==> src/rtl/atm_tx_pkg.sv <==
package atm_tx_pkg;
  localparam logic [7:0] HEC_POLY = 8'h07;

  // One byte of CRC-8 update, MSB first, polynomial x^8+x^2+x+1
  function automatic logic [7:0] crc8_step(input logic [7:0] crc, input logic [7:0] data);
    logic [7:0] c;
    c = crc ^ data;
    for (int i = 0; i < 8; i++) begin
      c = c[7] ? ((c << 1) ^ HEC_POLY) : (c << 1);
    end
    return c;
  endfunction
endpackage

==> src/rtl/atm_cell_fifo.sv <==
module atm_cell_fifo #(
  parameter int unsigned MAX_CELLS = 4,
  parameter int unsigned CELL_BYTES = 53,
  localparam int unsigned CNT_W = $clog2(MAX_CELLS + 1),
  localparam int unsigned IDX_W = $clog2(CELL_BYTES)
) (
  input  logic             clk,
  input  logic             rst,
  input  logic [CNT_W-1:0] cfg_depth,
  input  logic             wr_en,
  input  logic             wr_sop,
  input  logic [7:0]       wr_data,
  input  logic [IDX_W-1:0] rd_idx,
  output logic [7:0]       rd_data,
  input  logic             pop,
  output logic             empty,
  output logic [CNT_W-1:0] level,
  output logic             space,
  output logic             overflow
);
  localparam int unsigned SLOT_W = (MAX_CELLS > 1) ? $clog2(MAX_CELLS) : 1;
  localparam int unsigned DEPTH  = MAX_CELLS * CELL_BYTES;
  localparam int unsigned ADDR_W = $clog2(DEPTH);

  logic [7:0]        mem [DEPTH];
  logic [SLOT_W-1:0] wr_slot, rd_slot;
  logic [IDX_W-1:0]  wr_idx, cur_idx;
  logic [CNT_W-1:0]  cnt, cnt_next, depth_eff;
  logic [ADDR_W-1:0] wr_addr, rd_addr;
  logic              full, accept, cell_done;

  function automatic logic [SLOT_W-1:0] slot_inc(input logic [SLOT_W-1:0] s);
    return (s == SLOT_W'(MAX_CELLS - 1)) ? '0 : s + 1'b1;
  endfunction

  always_comb begin
    if (cfg_depth < CNT_W'(2))              depth_eff = CNT_W'(2);
    else if (cfg_depth > CNT_W'(MAX_CELLS)) depth_eff = CNT_W'(MAX_CELLS);
    else                                    depth_eff = cfg_depth;
  end

  assign full      = (cnt >= depth_eff);
  assign accept    = wr_en & ~full;
  assign cur_idx   = wr_sop ? '0 : wr_idx;
  assign cell_done = accept & (cur_idx == IDX_W'(CELL_BYTES - 1));
  assign wr_addr   = ADDR_W'(wr_slot) * ADDR_W'(CELL_BYTES) + ADDR_W'(cur_idx);
  assign rd_addr   = ADDR_W'(rd_slot) * ADDR_W'(CELL_BYTES) + ADDR_W'(rd_idx);

  always_comb begin
    cnt_next = cnt;
    if (cell_done && !pop)      cnt_next = cnt + 1'b1;
    else if (!cell_done && pop) cnt_next = cnt - 1'b1;
  end

  // Plain write port, asynchronous read: maps onto distributed RAM
  always_ff @(posedge clk) begin
    if (accept) mem[wr_addr] <= wr_data;
  end
  assign rd_data = mem[rd_addr];

  always_ff @(posedge clk) begin
    if (rst) begin
      wr_slot  <= '0;
      rd_slot  <= '0;
      wr_idx   <= '0;
      cnt      <= '0;
      space    <= 1'b1;
      overflow <= 1'b0;
    end else begin
      cnt   <= cnt_next;
      space <= (cnt_next < depth_eff);
      if (wr_en && full) overflow <= 1'b1;
      if (accept) begin
        if (cell_done) begin
          wr_idx  <= '0;
          wr_slot <= slot_inc(wr_slot);
        end else begin
          wr_idx <= cur_idx + 1'b1;
        end
      end
      if (pop) rd_slot <= slot_inc(rd_slot);
    end
  end

  assign empty = (cnt == '0);
  assign level = cnt;
endmodule

==> src/rtl/atm_hec_accum.sv <==
module atm_hec_accum
  import atm_tx_pkg::*;
(
  input  logic       clk,
  input  logic       rst,
  input  logic       step,
  input  logic       clear,
  input  logic [7:0] din,
  output logic [7:0] crc
);
  always_ff @(posedge clk) begin
    if (rst || clear) crc <= '0;
    else if (step)    crc <= crc8_step(crc, din);
  end
endmodule

==> src/rtl/atm_payload_scrambler.sv <==
module atm_payload_scrambler #(
  parameter int unsigned SCR_LEN = 43
) (
  input  logic       clk,
  input  logic       rst,
  input  logic       step,
  input  logic [7:0] din,
  output logic [7:0] dout
);
  logic [SCR_LEN-1:0] hist, hist_nx;

  // Eight serial steps, MSB first: each output bit feeds back into the history
  always_comb begin
    hist_nx = hist;
    for (int i = 7; i >= 0; i--) begin
      dout[i] = din[i] ^ hist_nx[SCR_LEN-1];
      hist_nx = {hist_nx[SCR_LEN-2:0], dout[i]};
    end
  end

  always_ff @(posedge clk) begin
    if (rst)       hist <= '0;
    else if (step) hist <= hist_nx;
  end
endmodule

==> src/rtl/atm_tx_cell_proc.sv <==
module atm_tx_cell_proc #(
  parameter int unsigned MAX_CELLS  = 4,
  parameter int unsigned CELL_BYTES = 53,
  parameter int unsigned HDR_BYTES  = 5,
  parameter int unsigned SCR_LEN    = 43,
  parameter logic [31:0] IDLE_HDR   = 32'h0000_0001,
  parameter logic [7:0]  IDLE_FILL  = 8'h6A,
  localparam int unsigned CNT_W = $clog2(MAX_CELLS + 1),
  localparam int unsigned IDX_W = $clog2(CELL_BYTES)
) (
  input  logic             clk,
  input  logic             rst,
  input  logic             wr_en,
  input  logic             wr_sop,
  input  logic [7:0]       wr_data,
  input  logic [CNT_W-1:0] cfg_depth,
  input  logic             hec_en,
  input  logic             scr_en,
  input  logic [7:0]       coset,
  input  logic             bit_en,
  output logic             ser_bit,
  output logic             cell_space,
  output logic             overflow
);
  localparam logic [IDX_W-1:0] HEC_IDX  = IDX_W'(HDR_BYTES - 1);
  localparam logic [IDX_W-1:0] LAST_IDX = IDX_W'(CELL_BYTES - 1);

  logic [IDX_W-1:0] bidx_q;
  logic [2:0]       bitc_q;
  logic             idle_q, idle_now, at_start, byte_end;
  logic             fifo_empty, fifo_pop;
  logic [CNT_W-1:0] fifo_level;
  logic [7:0]       fifo_rd, raw_byte, idle_byte, tx_byte, crc_q, scr_out;
  logic [1:0]       hsel;
  logic             is_hdr, is_hec, is_pay;

  atm_cell_fifo #(.MAX_CELLS(MAX_CELLS), .CELL_BYTES(CELL_BYTES)) u_fifo (
    .clk(clk), .rst(rst), .cfg_depth(cfg_depth),
    .wr_en(wr_en), .wr_sop(wr_sop), .wr_data(wr_data),
    .rd_idx(bidx_q), .rd_data(fifo_rd), .pop(fifo_pop),
    .empty(fifo_empty), .level(fifo_level),
    .space(cell_space), .overflow(overflow)
  );

  assign at_start = (bidx_q == '0) && (bitc_q == 3'd0);
  assign idle_now = at_start ? fifo_empty : idle_q;
  assign byte_end = bit_en && (bitc_q == 3'd7);
  assign is_hdr   = (bidx_q < HEC_IDX);
  assign is_hec   = (bidx_q == HEC_IDX);
  assign is_pay   = (bidx_q > HEC_IDX);
  assign fifo_pop = byte_end && (bidx_q == LAST_IDX) && !idle_now;

  atm_hec_accum u_hec (
    .clk(clk), .rst(rst),
    .step(byte_end && is_hdr),
    .clear(byte_end && (bidx_q == LAST_IDX)),
    .din(tx_byte), .crc(crc_q)
  );

  atm_payload_scrambler #(.SCR_LEN(SCR_LEN)) u_scr (
    .clk(clk), .rst(rst),
    .step(byte_end && is_pay && scr_en),
    .din(raw_byte), .dout(scr_out)
  );

  assign hsel = 2'd3 - bidx_q[1:0];

  always_comb begin
    if (is_hdr)      idle_byte = IDLE_HDR[{hsel, 3'b000} +: 8];
    else if (is_hec) idle_byte = 8'h00;
    else             idle_byte = IDLE_FILL;
    raw_byte = idle_now ? idle_byte : fifo_rd;
    if (is_hec)                tx_byte = (hec_en || idle_now) ? (crc_q ^ coset) : raw_byte;
    else if (is_pay && scr_en) tx_byte = scr_out;
    else                       tx_byte = raw_byte;
  end

  always_ff @(posedge clk) begin
    if (rst) begin
      bidx_q  <= '0;
      bitc_q  <= '0;
      idle_q  <= 1'b1;
      ser_bit <= 1'b0;
    end else if (bit_en) begin
      ser_bit <= tx_byte[3'd7 - bitc_q];
      bitc_q  <= bitc_q + 3'd1;
      if (at_start) idle_q <= fifo_empty;
      if (bitc_q == 3'd7) bidx_q <= (bidx_q == LAST_IDX) ? '0 : bidx_q + 1'b1;
    end
  end
endmodule

==> config.mk <==
export PLATFORM = sky130hd
export DESIGN_NAME = atm_tx_cell_proc
export DESIGN_NICKNAME = d
export VERILOG_FILES = /design/src/rtl/atm_tx_pkg.sv /design/src/rtl/atm_cell_fifo.sv /design/src/rtl/atm_hec_accum.sv /design/src/rtl/atm_payload_scrambler.sv /design/src/rtl/atm_tx_cell_proc.sv
export SDC_FILE = /design/constraint.sdc
export NUM_CORES = 2
export LEC_CHECK = 0
export CAP_MARGIN = 20
export CORE_ASPECT_RATIO = 1.5
export CORE_MARGIN = 2
export CORE_UTILIZATION = 55
export CTS_BUF_LIST = sky130_fd_sc_hd__clkbuf_4
export CTS_CLUSTER_DIAMETER = 150
export CTS_CLUSTER_SIZE = 14
export DETAILED_ROUTE_END_ITERATION = 8
export DONT_BUFFER_PORTS = 1
export PLACE_DENSITY = 0.8
export RECOVER_POWER = 50
export SYNTH_ARGS = -nofsm -noshare
export SYNTH_HDL_FRONTEND = slang
export SYNTH_SLANG_ARGS = --single-unit
==> constraint.sdc <==
create_clock -name clk -period 7.29 [get_ports clk]
set_clock_uncertainty 0.2 [all_clocks]
set_input_delay 0.729 -clock clk [delete_from_list [all_inputs] [get_ports clk]]
set_output_delay 0.729 -clock clk [all_outputs]
set_load 0.05 [all_outputs]
After elaboration in Yosys (flattened, before gate mapping)
Memory sizes are Yosys's and may differ from the RTL's.
Cells that the tools add are included.
Storage, ports and cells
  bits of input ports: 26
  output and inout port bits: 3
  bits in registers: 77
  bits in writable memories: 1696
  memories kept: 1
Cells by class
  reduce and logical (&&, ||, !) cells: 21
  shift operators: 1
  bitwise logic cells: 21
  multiply operators: 2
  muxes and demuxes: 28
  add/sub/neg operators: 11
  eq/ne operators: 6
  magnitude comparators: 7
Memory list
  u_fifo.mem: depth 212, width 8, read ports 1, clocked after Yosys merged registers in 0, write ports 1, line atm_cell_fifo.sv:25  | logic [7:0] mem [DEPTH];
Operators by type and width (number)
  2-to-1 mux 8 bit: 5
  2-to-1 mux 3 bit: 12
  indexed part select 32 x 6 -> 8 bit (first input constant): 1
  inverter 3 bit: 8
  2-to-1 mux 6 bit: 3
  adder 8 x 6 -> 8 bit: 2
  multiplier 2 x 6 -> 8 bit (second input constant): 2
  bitwise XOR 8 bit: 2
  adder 6 x 1 -> 6 bit (second input constant): 2
  == test 6 bit (second input constant): 2
  logical AND 1 bit: 11
  bitwise XOR 1 bit: 8
  2-to-1 mux 7 bit: 1
  adder 3 x 1 -> 3 bit (second input constant): 2
  == test 6 x 3 -> 1 bit (second input constant): 1
  greater-than comparator 6 x 3 -> 1 bit (second input constant): 1
  zero test 3 bit: 2
  zero test 6 bit: 1
  < comparator 6 x 3 -> 1 bit (second input constant): 1
  adder 2 x 1 -> 2 bit (second input constant): 2
  == test 2 bit (second input constant): 2
  < comparator 3 x 4 -> 1 bit (second input constant): 1
  2-to-1 mux 1 bit: 4
  2-to-1 mux 2 bit: 2
  other kinds (14): 19

Depth between registers and ports, before layout
  depth after elaboration: 24
  mapped depth: 21
  mapped depth without buffers: 17

By module
Synthesis repeated with hierarchy kept, for this count alone.
Unflattened totals
  cells, all modules: 3465
  area, all modules: 70884.2 µm²
By module, submodules not included
  atm_cell_fifo: times used 1, cells each 3087, area an instance 67350.8 µm², seq. area each 51229.1 µm²
  atm_payload_scrambler: times used 1, cells each 156, area an instance 1699.1 µm², seq. area each 860.8 µm²
  atm_tx_cell_proc: times used 1, cells each 166, area an instance 1217.4 µm², seq. area each 220.2 µm²
  atm_hec_accum: times used 1, cells each 56, area an instance 616.8 µm², seq. area each 160.2 µm²

Least setup slack after synthesis
OpenSTA, ideal clock, no wires.
  kind: flip-flop to flip-flop
  from: register u_fifo.rd_slot[1]
  to: register u_hec.crc[1]
  clock period less this slack: 4.734 ns
  data required time: 7.020 ns
  cell stages (with the launch flop): 19
  arrival time: 4.464 ns
  path buffers: 2
  setup time: 0.070 ns
  path slack: 2.556 ns
  cells stage by stage: dfxtp_1 > ha_1 > ha_1 > inv_1 > fa_1 > buf_1 > clkbuf_1 > mux4_2 > a211oi_1 > a31oi_1 > a211oi_2 > nor2_1 > o311ai_2 > mux2i_1 > a21oi_2 > xnor3_1 > xor2_1 > or3_1 > a21oi_1
Between the ends
  cells in the longest elaborated chain, start to end: 13
  elaborated cells on any way between the ends: 19
RTL lines
  start, declared: line atm_cell_fifo.sv:26  | logic [SLOT_W-1:0] wr_slot, rd_slot;
  start signal, assigned: line atm_cell_fifo.sv:81  | if (pop) rd_slot <= slot_inc(rd_slot);
  multiplier 2 x 6 -> 8 bit (*): line atm_cell_fifo.sv:47  | assign rd_addr = ADDR_W'(rd_slot) * ADDR_W'(CELL_BYTES) + ADDR_W'(rd_idx);
  adder 8 x 6 -> 8 bit (*): line atm_cell_fifo.sv:47
  memory read (212 x 8 bit) (*)
  2-to-1 mux 8 bit (*): line atm_tx_cell_proc.sv:72  | raw_byte = idle_now ? idle_byte : fifo_rd;
  bitwise XOR 1 bit: line atm_payload_scrambler.sv:16  | dout[i] = din[i] ^ hist_nx[SCR_LEN-1];
  2-to-1 mux 8 bit: line atm_tx_cell_proc.sv:74  | else if (is_pay && scr_en) tx_byte = scr_out;
  2-to-1 mux 8 bit (*): line atm_tx_cell_proc.sv:73  | if (is_hec) tx_byte = (hec_en || idle_now) ? (crc_q ^ coset) : raw_byte;
  bitwise XOR 8 bit (*): line atm_tx_pkg.sv:7  | c = crc ^ data;
  inverter 3 bit (no line)
  2-to-1 mux 3 bit: line atm_tx_pkg.sv:9  | c = c[7] ? ((c << 1) ^ HEC_POLY) : (c << 1);
  2-to-1 mux 3 bit / inverter 3 bit (equally long branches)
  inverter 3 bit (no line) / 2-to-1 mux 3 bit (equally long branches)
  2-to-1 mux 3 bit (*): line atm_tx_pkg.sv:9
  end signal, assigned: line atm_hec_accum.sv:13  | else if (step) crc <= crc8_step(crc, din);
  end, declared: line atm_hec_accum.sv:9  | output logic [7:0] crc
Mark *: on every way between the ends. The rest lies on a longest branch, timed or not.
A chain may end at the register's enable or synchronous reset.

Worst setup path in the final report
  from: register u_fifo.rd_slot[0]
  to: register u_hec.crc[1]
The elaborated chain is that of the path after synthesis.

==> impl_results.md <==
- Outcome: finished with violations
- Failing checks: capacitance limit, slew limit
- Final TNS setup: 0 ps
- Setup Viol. Count Final: 0
- Drt via density: 6.806
- Clk_lat worst skew: 1230 ps
- Cts bufs inserted: 144
- Total global routing overflow: 0
- Yosys top cell by area: edfxtp_1
- Cells after synthesis: 3649
- Fmax: 150.2 MHz
- Critical Path Sink Type: flip-flop
- Detail Placement HPWL: 109.7 mm
- Max FO, Critical Path: 34
- Synth-to-Final Area Change: 5.035%
- Vert. Die Dim: 444.7 µm
- Critical path startpoint category: flip-flop
- Mapped Nets: 3716
- Distinct cell type count after synthesis: 88
- Crit share post-route: 0.9134
- FP Rows: 161
- Routed length per instance: 33.12 µm
- Crit path time final: 6659 ps
- Placed cells: 5228
- Die ar.: 132400 µm²
- Initial antenna violation count: 6
- Design Area, Final: 74800 µm²
- Area contributors post-synth: edfxtp_1 72%, mux4_2 13%, dfxtp_1 2.2%
- Count of boundary I/O pins: 29
- TritonCTS clock tree: yes
- Top cell type's share of synthesized area: 0.7151
- Die width: 297.8 µm
- Clock buffer depth: 3
- Worst Tran Pin Value: 4810 ps
- Top_reg_cell synth: edfxtp_1
- GP Congestion: 0.9377
- Layout cells sized above 1: 0.2009
- Htree depth: 4
- Power Density: 210.4 nW/µm²
- Area of the multi-input gates: 17440 µm²
- Top-count cell post-synth: edfxtp_1
- Core Region: 128500 µm²
- Fillers: 9147
- Leakage power: 22.62 nW
- Initial core utilization: 0.5541
- Final total power: 15.74 mW
- Seq. cell area: 52470 µm²
- Largest net degree at the start of global routing: 213
- Cell area after synthesis: 71210 µm²
- Fin cells: 5464
- Placed inst area: 72920 µm²
- Max-slew violations: 1753
- EDFF count, synth: 1696
- Post-DRT Antenna Nets: 0
- Mean Syn Cell Area: 19.52 µm²
- HP Class: in -> reg
- Slew HR: -2.207
- Total number of vias: 37.19k
- Clock-pin slew on the worst setup and hold paths: 210 ps
- Final Hold Viols: 0
- Setup Fix Bufs, Post-CTS: 0
- FF+latch count, synth: 1773
- Vias in the first global route: 36.77k
- Max Cap Viol: 9
- FFs w/ async S/R, synth: 0
- TritonRoute pass-1 iters: 9
- Drt total wl: 181.0 mm
- Req. time, crit path: 8280 ps
- RSZ-0062 raised after global routing: no
- Residual DRC count: 0
- Worst VDD drop: 0.1846 mV
- Seq/Total Area, Yosys: 0.7368
- DR iter-0 viols: 5811
- Worst setup path class: reg -> reg
- Final nets: 3769
- Gr usage total: 0.2737
- CP Data Arrival Time: 7640 ps
- First-pass GRT wire length: 259.5 mm
- Clock sinks: 1773
- Synth warn: 0
- Post-synth top cells: 1696 x edfxtp_1, 422 x mux4_2, 311 x nor2_1, 222 x nand2_1, 101 x a21oi_1
- Clock tree root driver cell: clkbuf_4
- Port buffer count: 0
path summary, 6_finish.rpt:
path	end	slack [ps]	depth (start not counted)	from
setup reg to reg	u_hec.crc[1]	630	17	u_fifo.rd_slot[0]
hold reg to reg	u_scr.hist[13]	230	2	u_scr.hist[5]
hold / removal	u_hec.crc[0]	120	8	hec_en
setup / recovery	u_hec.crc[1]	630	17	u_fifo.rd_slot[0]
cells by family (layout without fill, tap and decap cells):
kind of cell	Yosys count	count (layout)	share of synthesized area
and+or+nand+nor	685	685	0.04087
xor gates and xnor gates	53	53	0.007906
muxes	542	542	0.1551
AOI/OAI and AO/OA	320	320	0.03083
buffers and inverters	234	328	0.02077
other	0	10	0
adders and majority gates	42	42	0.007766
DFF	1773	1773	0.7368
area by class of cell:
type,count,share of cell area
well taps,1711,0.02862
clock inverters,12,0.002459
clock buffers,175,0.01756
diodes,10,0.0003345
inverters,24,0.001204
repair buffers,117,0.01520
flip-flops and latches,1773,0.7015
multi-input cells,1642,0.2331
worst max-delay path, cell delays in order (launching register included):
cell	delay, ps
dfxtp_1	560
ha_4	200
ha_4	130
inv_1	60
fa_4	1140
inv_2	370
nor2_4	990
a22oi_1	310
a21oi_1	250
o311ai_1	210
o211ai_1	290
o211ai_2	230
o31ai_1	310
a311oi_2	100
dlygate4sd3_1	610
xor2_1	170
or3_1	310
a21oi_1	130
repair_timing:
action                                  CTS  global route
endpoints found under the hold margin  1773             0
gates resized for setup                   0             0
hold buffers                             39             0
where the power goes:
group          internal, mW  total [mW]  switching, mW
logic                0.0639       0.316          0.252
clock network          1.28        4.22           2.93
registers              11.2        11.2         0.0118
per-stage QoR:
stage	setup WS, ps	hold WS [ps]	util
after global routing	585.1	145.8	0.5820
after CTS	783.3	16.49	0.5833
final	631.2	122.5	0.5820
after detailed placement	996.8	236.0	0.5674
after global placement	1095	231.0	0.5674
after floorplan	2556	227.3	-
registers in the layout (all words and copies together), names as in the netlist, 2 cells and up:
signal,flops
u_fifo.level,3
u_fifo.rd_slot,2
bidx_q,6
u_fifo.wr_idx,6
u_hec.crc,8
u_fifo.wr_slot,2
bitc_q,3
u_fifo.mem,1696
u_scr.hist,43
routing by layer:
metal | routed length (µm) | vias up | GRT usage
li1 | - | 14892 | -
met1 | 60760 | 19070 | 0.3432
met2 | 87770 | 2679 | 0.4414
met3 | 19930 | 549 | 0.06258
met4 | 12520 | 0 | 0.1601
met5 | 0 | - | 0
cells in the final DEF, fill, tap and decap left out, types with 9 or more instances in the layout:
master	n
nor4_1	9
inv_1	23
a21oi_1	101
nor2_1	306
diode_2	10
ha_1	35
mux4_1	20
or3_1	9
o21ai_0	23
dlygate4sd3_1	30
nand2_2	13
xor2_1	22
buf_4	62
mux4_2	422
xnor2_1	21
nor3_1	22
buf_12	15
and2_1	14
nand2_1	209
nand4_1	18
a211oi_1	15
dfxtp_1	77
a22oi_1	68
nor2b_1	12
edfxtp_1	1696
nand3_1	36
clkbuf_4	175
mux2i_1	92
Note: power is estimated with default switching activity, not from simulation.
